**config.mk**
```make
export PLATFORM = sky130hd
export DESIGN_NAME = nmb_mailbox
export DESIGN_NICKNAME = d
export VERILOG_FILES = /design/src/rtl/nmb_pkg.sv /design/src/rtl/nmb_rx_path.sv /design/src/rtl/nmb_tx_path.sv /design/src/rtl/nmb_irq_ctl.sv /design/src/rtl/nmb_mailbox.sv
export SDC_FILE = /design/constraint.sdc
export NUM_CORES = 2
export LEC_CHECK = 0
export BUFFER_PORTS_ARGS = -buffer_cell sky130_fd_sc_hd__buf_4
export CAP_MARGIN = 20
export CORE_MARGIN = 2
export CORE_UTILIZATION = 35
export CTS_CLUSTER_SIZE = 24
export DETAILED_ROUTE_END_ITERATION = 10
export GPL_ROUTABILITY_DRIVEN = 0
export HOLD_SLACK_MARGIN = 0.12
export PLACE_DENSITY = 0.54
export SYNTH_ARGS = -nofsm -noshare
export SYNTH_HDL_FRONTEND = slang
export SYNTH_SLANG_ARGS = --single-unit
```
**constraint.sdc**
```tcl
create_clock -name clk -period 4.3 [get_ports clk]
set_input_delay 0.43 -clock clk [delete_from_list [all_inputs] [get_ports clk]]
set_output_delay 0.43 -clock clk [all_outputs]
set_load 0.02 [all_outputs]
```
**src/rtl/nmb_pkg.sv**
```systemverilog
// Package: register offsets, identifier and interrupt bit positions shared
// by the mailbox and its checker. Assumes a 6-bit byte offset.
package nmb_pkg;
    localparam logic [5:0] OFS_ID_LO = 6'h00;
    localparam logic [5:0] OFS_ID_HI = 6'h04;
    localparam logic [5:0] OFS_BUSY  = 6'h08;
    localparam logic [5:0] OFS_RXCNT = 6'h0C;
    localparam logic [5:0] OFS_TXCNT = 6'h10;
    localparam logic [5:0] OFS_IRQ   = 6'h14;
    localparam logic [5:0] OFS_INFO  = 6'h18;
    localparam logic [5:0] OFS_RXDAT = 6'h1C;
    localparam logic [5:0] OFS_TXDAT = 6'h20;

    // "BYTEMBX1", first character in the least significant byte
    localparam logic [63:0] DEV_ID = 64'h3158424D_45545942;

    localparam int IRQ_TX   = 0;
    localparam int IRQ_RX   = 1;
    localparam int IRQ_TEST = 31;
endpackage

```
**src/rtl/nmb_rx_path.sv**
```systemverilog
// Receive path: takes one frame from a valid/ready byte stream into a local
// buffer, then hands bytes out one per pop while counting down.
// Assumes DEPTH >= 2; bytes beyond DEPTH in a frame are dropped.
module nmb_rx_path #(
    parameter int DEPTH = 256,
    parameter int CW    = $clog2(DEPTH + 1)
) (
    input  logic          clk,
    input  logic          rst_n,
    input  logic          rx_valid,
    input  logic [7:0]    rx_data,
    input  logic          rx_last,
    output logic          rx_ready,
    input  logic          blocked,
    input  logic          pop,
    output logic [CW-1:0] count,
    output logic [7:0]    head_byte,
    output logic          frame_done,
    output logic          receiving
);
    localparam int AW = $clog2(DEPTH);
    localparam logic [CW-1:0] FULL = CW'(DEPTH);

    logic [7:0]    mem [DEPTH];
    logic [CW-1:0] wr_cnt;
    logic [CW-1:0] rd_ptr;
    logic [CW-1:0] cnt_q;
    logic          accept;

    assign rx_ready   = !blocked && (cnt_q == '0);
    assign accept     = rx_valid && rx_ready;
    assign frame_done = accept && rx_last;
    assign receiving  = (wr_cnt != '0);
    assign count      = cnt_q;
    assign head_byte  = (cnt_q != '0) ? mem[rd_ptr[AW-1:0]] : 8'h00;

    // Store accepted bytes while room remains
    always_ff @(posedge clk) begin
        if (accept && (wr_cnt < FULL)) begin
            mem[wr_cnt[AW-1:0]] <= rx_data;
        end
    end

    // Track fill level, published count and read position
    always_ff @(posedge clk) begin
        if (!rst_n) begin
            wr_cnt <= '0;
            cnt_q  <= '0;
            rd_ptr <= '0;
        end else if (frame_done) begin
            wr_cnt <= '0;
            cnt_q  <= (wr_cnt < FULL) ? wr_cnt + CW'(1) : FULL;
            rd_ptr <= '0;
        end else begin
            if (accept && (wr_cnt < FULL)) begin
                wr_cnt <= wr_cnt + CW'(1);
            end
            if (pop && (cnt_q != '0)) begin
                cnt_q  <= cnt_q - CW'(1);
                rd_ptr <= rd_ptr + CW'(1);
            end
        end
    end
endmodule

```
**src/rtl/nmb_tx_path.sv**
```systemverilog
// Transmit path: arms on a byte count, collects that many bytes, then streams
// them out on a valid/ready byte stream with last on the final byte.
// Assumes DEPTH >= 2; counts above DEPTH are clamped.
module nmb_tx_path #(
    parameter int DEPTH = 256,
    parameter int CW    = $clog2(DEPTH + 1)
) (
    input  logic          clk,
    input  logic          rst_n,
    input  logic          cnt_wr,
    input  logic [31:0]   cnt_val,
    input  logic          dat_wr,
    input  logic [7:0]    dat_byte,
    output logic          tx_valid,
    output logic [7:0]    tx_data,
    output logic          tx_last,
    input  logic          tx_ready,
    output logic [CW-1:0] count,
    output logic          sent,
    output logic          active
);
    localparam int AW = $clog2(DEPTH);
    localparam logic [CW-1:0] FULL = CW'(DEPTH);

    logic [7:0]    mem [DEPTH];
    logic [CW-1:0] cnt_q;
    logic [CW-1:0] fill;
    logic [CW-1:0] len;
    logic [CW-1:0] out_ptr;
    logic          sending;
    logic [CW-1:0] clamp;
    logic          take;

    assign clamp    = (cnt_val > 32'(DEPTH)) ? FULL : cnt_val[CW-1:0];
    assign take     = dat_wr && (cnt_q != '0);
    assign tx_valid = sending;
    assign tx_data  = mem[out_ptr[AW-1:0]];
    assign tx_last  = sending && (out_ptr == len - CW'(1));
    assign sent     = sending && tx_ready && tx_last;
    assign active   = sending || (cnt_q != '0);
    assign count    = cnt_q;

    // Store bytes written by software
    always_ff @(posedge clk) begin
        if (take) begin
            mem[fill[AW-1:0]] <= dat_byte;
        end
    end

    // Arm, collect and stream control
    always_ff @(posedge clk) begin
        if (!rst_n) begin
            cnt_q   <= '0;
            fill    <= '0;
            len     <= '0;
            out_ptr <= '0;
            sending <= 1'b0;
        end else begin
            if (cnt_wr && !active) begin
                cnt_q <= clamp;
                len   <= clamp;
                fill  <= '0;
            end else if (take) begin
                fill <= fill + CW'(1);
                if (fill + CW'(1) == cnt_q) begin
                    cnt_q   <= '0;
                    sending <= 1'b1;
                    out_ptr <= '0;
                end
            end
            if (sending && tx_ready) begin
                if (tx_last) begin
                    sending <= 1'b0;
                end else begin
                    out_ptr <= out_ptr + CW'(1);
                end
            end
        end
    end
endmodule

```
**src/rtl/nmb_irq_ctl.sv**
```systemverilog
// Interrupt status: two write-1-to-clear event bits and a test bit that
// follows writes and clears on read; output is the OR of all three.
// Assumes read and write strobes are never both high.
module nmb_irq_ctl (
    input  logic        clk,
    input  logic        rst_n,
    input  logic        tx_done_ev,
    input  logic        rx_done_ev,
    input  logic        wr_en,
    input  logic [2:0]  wr_bits,
    input  logic        rd_en,
    output logic [31:0] status,
    output logic        irq
);
    import nmb_pkg::*;

    logic tx_flag, rx_flag, test_flag;

    assign status = {test_flag, 29'b0, rx_flag, tx_flag};
    assign irq    = tx_flag || rx_flag || test_flag;

    // Event bits: new event wins over a same-cycle clear
    always_ff @(posedge clk) begin
        if (!rst_n) begin
            tx_flag <= 1'b0;
            rx_flag <= 1'b0;
        end else begin
            tx_flag <= (tx_flag && !(wr_en && wr_bits[IRQ_TX])) || tx_done_ev;
            rx_flag <= (rx_flag && !(wr_en && wr_bits[IRQ_RX])) || rx_done_ev;
        end
    end

    // Test bit: follows writes, cleared by reads
    always_ff @(posedge clk) begin
        if (!rst_n) begin
            test_flag <= 1'b0;
        end else if (wr_en) begin
            test_flag <= wr_bits[2];
        end else if (rd_en) begin
            test_flag <= 1'b0;
        end
    end
endmodule

```
**src/rtl/nmb_mailbox.sv**
```systemverilog
// Top: register decode for the mailbox window, joining receive path,
// transmit path and interrupt control. Reads are combinational in the access
// cycle; side effects of a read take place at the closing clock edge.
module nmb_mailbox #(
    parameter int          DEPTH     = 256,
    parameter logic [31:0] INFO_WORD = 32'h0000_0000,
    parameter int          CW        = $clog2(DEPTH + 1)
) (
    input  logic        clk,
    input  logic        rst_n,
    input  logic        bus_sel,
    input  logic        bus_we,
    input  logic [5:0]  bus_addr,
    input  logic [31:0] bus_wdata,
    output logic [31:0] bus_rdata,
    input  logic        rx_valid,
    input  logic [7:0]  rx_data,
    input  logic        rx_last,
    output logic        rx_ready,
    output logic        tx_valid,
    output logic [7:0]  tx_data,
    output logic        tx_last,
    input  logic        tx_ready,
    output logic        irq
);
    import nmb_pkg::*;

    logic          rd_acc, wr_acc;
    logic [CW-1:0] rx_cnt, tx_cnt;
    logic [7:0]    rx_byte;
    logic          rx_done, rx_busy, tx_sent, tx_busy;
    logic [31:0]   irq_stat;

    assign rd_acc = bus_sel && !bus_we;
    assign wr_acc = bus_sel && bus_we;

    nmb_rx_path #(.DEPTH(DEPTH), .CW(CW)) u_rx (
        .clk(clk), .rst_n(rst_n),
        .rx_valid(rx_valid), .rx_data(rx_data), .rx_last(rx_last),
        .rx_ready(rx_ready),
        .blocked(irq_stat[IRQ_RX]),
        .pop(rd_acc && (bus_addr == OFS_RXDAT)),
        .count(rx_cnt), .head_byte(rx_byte),
        .frame_done(rx_done), .receiving(rx_busy)
    );

    nmb_tx_path #(.DEPTH(DEPTH), .CW(CW)) u_tx (
        .clk(clk), .rst_n(rst_n),
        .cnt_wr(wr_acc && (bus_addr == OFS_TXCNT)), .cnt_val(bus_wdata),
        .dat_wr(wr_acc && (bus_addr == OFS_TXDAT)), .dat_byte(bus_wdata[7:0]),
        .tx_valid(tx_valid), .tx_data(tx_data), .tx_last(tx_last),
        .tx_ready(tx_ready),
        .count(tx_cnt), .sent(tx_sent), .active(tx_busy)
    );

    nmb_irq_ctl u_irq (
        .clk(clk), .rst_n(rst_n),
        .tx_done_ev(tx_sent), .rx_done_ev(rx_done),
        .wr_en(wr_acc && (bus_addr == OFS_IRQ)),
        .wr_bits({bus_wdata[IRQ_TEST], bus_wdata[IRQ_RX], bus_wdata[IRQ_TX]}),
        .rd_en(rd_acc && (bus_addr == OFS_IRQ)),
        .status(irq_stat), .irq(irq)
    );

    // Read data multiplexer
    always_comb begin
        bus_rdata = 32'h0;
        if (rd_acc) begin
            case (bus_addr)
                OFS_ID_LO: bus_rdata = DEV_ID[31:0];
                OFS_ID_HI: bus_rdata = DEV_ID[63:32];
                OFS_BUSY:  bus_rdata = {31'b0, rx_busy || tx_busy};
                OFS_RXCNT: bus_rdata = 32'(rx_cnt);
                OFS_TXCNT: bus_rdata = 32'(tx_cnt);
                OFS_IRQ:   bus_rdata = irq_stat;
                OFS_INFO:  bus_rdata = INFO_WORD;
                OFS_RXDAT: bus_rdata = {24'b0, rx_byte};
                default:   bus_rdata = 32'h0;
            endcase
        end
    end
endmodule

```
==> out/results.ini <==
[outcome]
status = complete, but fails checks
violations = negative setup slack

[grt]
grt_max_degree = 237
grt_pass1_vias = 85700
grt-ovfl-total = 0
grt_usage_pct = 19.8
antenna_found_initial = 16
grt_pass1_wl_um = 668000

[floorplan]
num_rows = 250
core_area_um2 = 463000
die_w_um = 686
die_h_um = 686
start_util_pct = 35.1
io_pins = 97
die-area_um2 = 470000

[placement]
dp.cells = 14500
dp_slack_ps = -237
hpwl_um = 296000
placed_cell_area_um2 = 178000
port_buffers = 87

[synthesis]
yosysWarnings = 0
ys_types = 81
synth_cells = 7740
synth_top_cell_area_share_pct = 75.6
synth.area.top_cells = edfxtp_1 76%, mux4_2 15%, nor2_1 1.4%, mux2i_1 0.94%, dfxtp_1 0.91%
syn_area_um2 = 163000
yosysTopAreaCell = edfxtp_1
synthArstFlopShare_pct = 0
synth-edff-count = 4096
synth_ff_type = edfxtp_1
synth_seq_cells = 4170
avgSynthCellArea_um2 = 21.0
ys_seq_area_share_pct = 76.5

[timing]
min_period_ps = 4860
finalSetupViolations = 16
timing_hold_violations_final = 0
finalWorstSetupSlack_ps = -557
slew_viol_final = 0
min_period_over_period_pct = 113
whs_ps = 132
maxClockFrequency_mhz = 206
relSlewSlack_pct = 6.41
finClkSkew_ps = 69.0
tightest_slew_ps = 1400
setup-tns-final_ps = -5460
rsz0062_at_grt = true

[drt]
wire_per_inst_um = 30.6
drcViolationCount = 0
via_per_inst = 5.45
drt-total-wl_um = 477000
final_antenna_net_count = 0
drtIter0Drc = 10000
num_vias = 85100
drtPass1Iterations = 8

[worst_setup_path]
cpMaxStageDelayCell = mux4_2
crit_type = reg -> out
startpoint_type = flop
required_ps = 3870
cpPeakStageDelay_ps = 540
end_kind = primary output
path_cells = buf_12, buf_12, buf_16, mux4_2, nand2_2, o21ai_1, o211ai_1, a32oi_2, a311oi_4, buf_4, o41ai_1, buf_4, buf_4
cp_common_cell = buf_4
critPathMaxFanout = 6
arrival_ps = 4430

[clock_tree]
cts.sinks = 4170
cts_max_level = 5
clkTransAtPathRegs_ps = 60
cts-buffers-inserted = 426
cts_tree = yes
cts-root-buf = clkbuf_16
clockBufferDepth = 4
clock_latency_ps = 1020

[final_layout]
drive_above_1_share_pct = 34.8
instances_no_fill = 15600
final_cell_area_um2 = 197000
final_core_util_pct = 42.5
layout.nets = 9122
syn_to_final_growth_pct = 21.1

[run]
drv_cap = 0

[hold_path]
hold_class = in -> reg

[pwr]
ir_worst_vdd_mv = 0.360
p_per_area_nw_per_um2 = 425
total_power_mw = 83.6
leakagePower_nw = 61.1

-- final cells by class --
cell class	count	area, µm²
Clock buffer	519	11100
Sequential cell	4170	125000
Antenna cell	22	55.1
Fill cell	40000	266000
Multi-Input combinational cell	3080	37300
Tap cell	6174	7720
Timing Repair Buffer	1352	13400
Inverter	25	101
Clock inverter	269	2700
-- report_power, final --
group	switching [mW]	internal [mW]
sequential	0.0574	44.7
clock	15.9	20.9
combinational	1.58	0.496
-- worst paths after layout --
check | slack [ps] | from | depth (start not counted) | to
min reg2reg | 510 | u_tx.len[8]$_SDFFE_PN0P_ | 1 | u_tx.len[8]$_SDFFE_PN0P_
min | 130 | rx_data[0] | 1 | u_rx.mem[212][0]$_DFFE_PP_
max | -560 | flop | 13 | bus_rdata[0]
max reg2reg | 410 | u_rx.count[0]$_SDFFE_PN0P_ | 9 | u_rx.mem[22][0]$_DFFE_PP_
-- worst max-delay path: cells and delay by family, from the launching register on --
kind,cells,cell delay (ps)
AOI/OAI and AO/OA,5,1390
buffers and inverters,6,1020
muxes,1,540
DFF,1,370
and+or+nand+nor,1,90
-- cell families (layout without fill, tap and decap cells) --
kind of cell	Yosys count	in the layout	synth area share [%]
other	1	31	0.00231
and+or+nand+nor	1195	1195	3.18
adders and majority gates	14	14	0.108
AOI/OAI and AO/OA	548	548	2.36
muxes	1268	1268	16.1
DFF	4170	4170	76.5
buffers and inverters	498	2165	1.41
xor gates and xnor gates	46	46	0.256
-- routing by layer --
| metal | routed length, µm | part of all wire [%] | track usage, % |
|---|---|---|---|
| met1 | 195000 | 41 | 27.1 |
| met2 | 231000 | 48 | 32.5 |
| met3 | 33400 | 7.0 | 3.11 |
| met4 | 18200 | 3.8 | 6.72 |
| met5 | 22 | 0.0046 | 0 |
-- state kept, by name (all words and copies together) (netlist names), named ones only --
signal,cells
u_tx.tx_valid,1
u_tx.mem,2048
u_rx.count,9
u_tx.fill,9
u_rx.wr_cnt,9
u_irq.tx_flag,1
u_irq.test_flag,1
u_tx.len,9
u_irq.rx_flag,1
u_tx.out_ptr,9
u_rx.mem,2048
u_rx.rd_ptr,8
u_tx.count,9
-- timing repair --
item | in CTS | in global routing
resized for setup | 281 | 123
hold buffers | 26 | 0
buffers inserted | 139 | 63
endpoints found under the setup margin | 16 | 16
gates cloned | 31 | 2
pin swaps | 46 | 45
hold endpoints to repair | 570 | 0
-- cell usage after synthesis (6+ instances only) --
master / count
a2111oi_0: 6
a211o_1: 11
a211oi_1: 33
a21oi_1: 112
a221oi_1: 23
a22o_1: 22
a22oi_1: 67
a311oi_1: 15
a31oi_1: 22
and2_1: 14
and3_1: 24
and4_1: 7
buf_1: 57
buf_2: 124
buf_4: 65
clkbuf_1: 223
dfxtp_1: 74
edfxtp_1: 4096
ha_1: 14
inv_1: 24
mux2_2: 37
mux2i_1: 152
mux4_2: 1079
nand2_1: 273
nand2b_1: 17
nand3_1: 73
nand4_1: 9
nor2_1: 623
nor2b_1: 30
nor3_1: 49
nor4_1: 23
o2111ai_1: 6
o211ai_1: 10
o21ai_0: 46
o221ai_1: 36
o22ai_1: 82
or2_2: 11
or3_1: 11
or4_1: 6
xnor2_1: 17
xor2_1: 28
-- placed cells by master (no fill, tap or decap), drive strengths merged, types with 23 or more instances in the layout --
cell type and count:
nor3 49, a211oi 35, o221ai 36, clkbuf 533, nand2 273, inv 38
nor4 24, and3 26, mux2 37, buf 1300, dlygate4sd3 26, a221oi 23
o22ai 82, xor2 28, nand3 73, edfxtp 4096, dfxtp 74, mux2i 152
bufinv 42, a21oi 112, clkinv 200, o21ai 46, nor2b 30, nor2 623
a22oi 67, mux4 1079
Power figures use the tool's default switching activity.
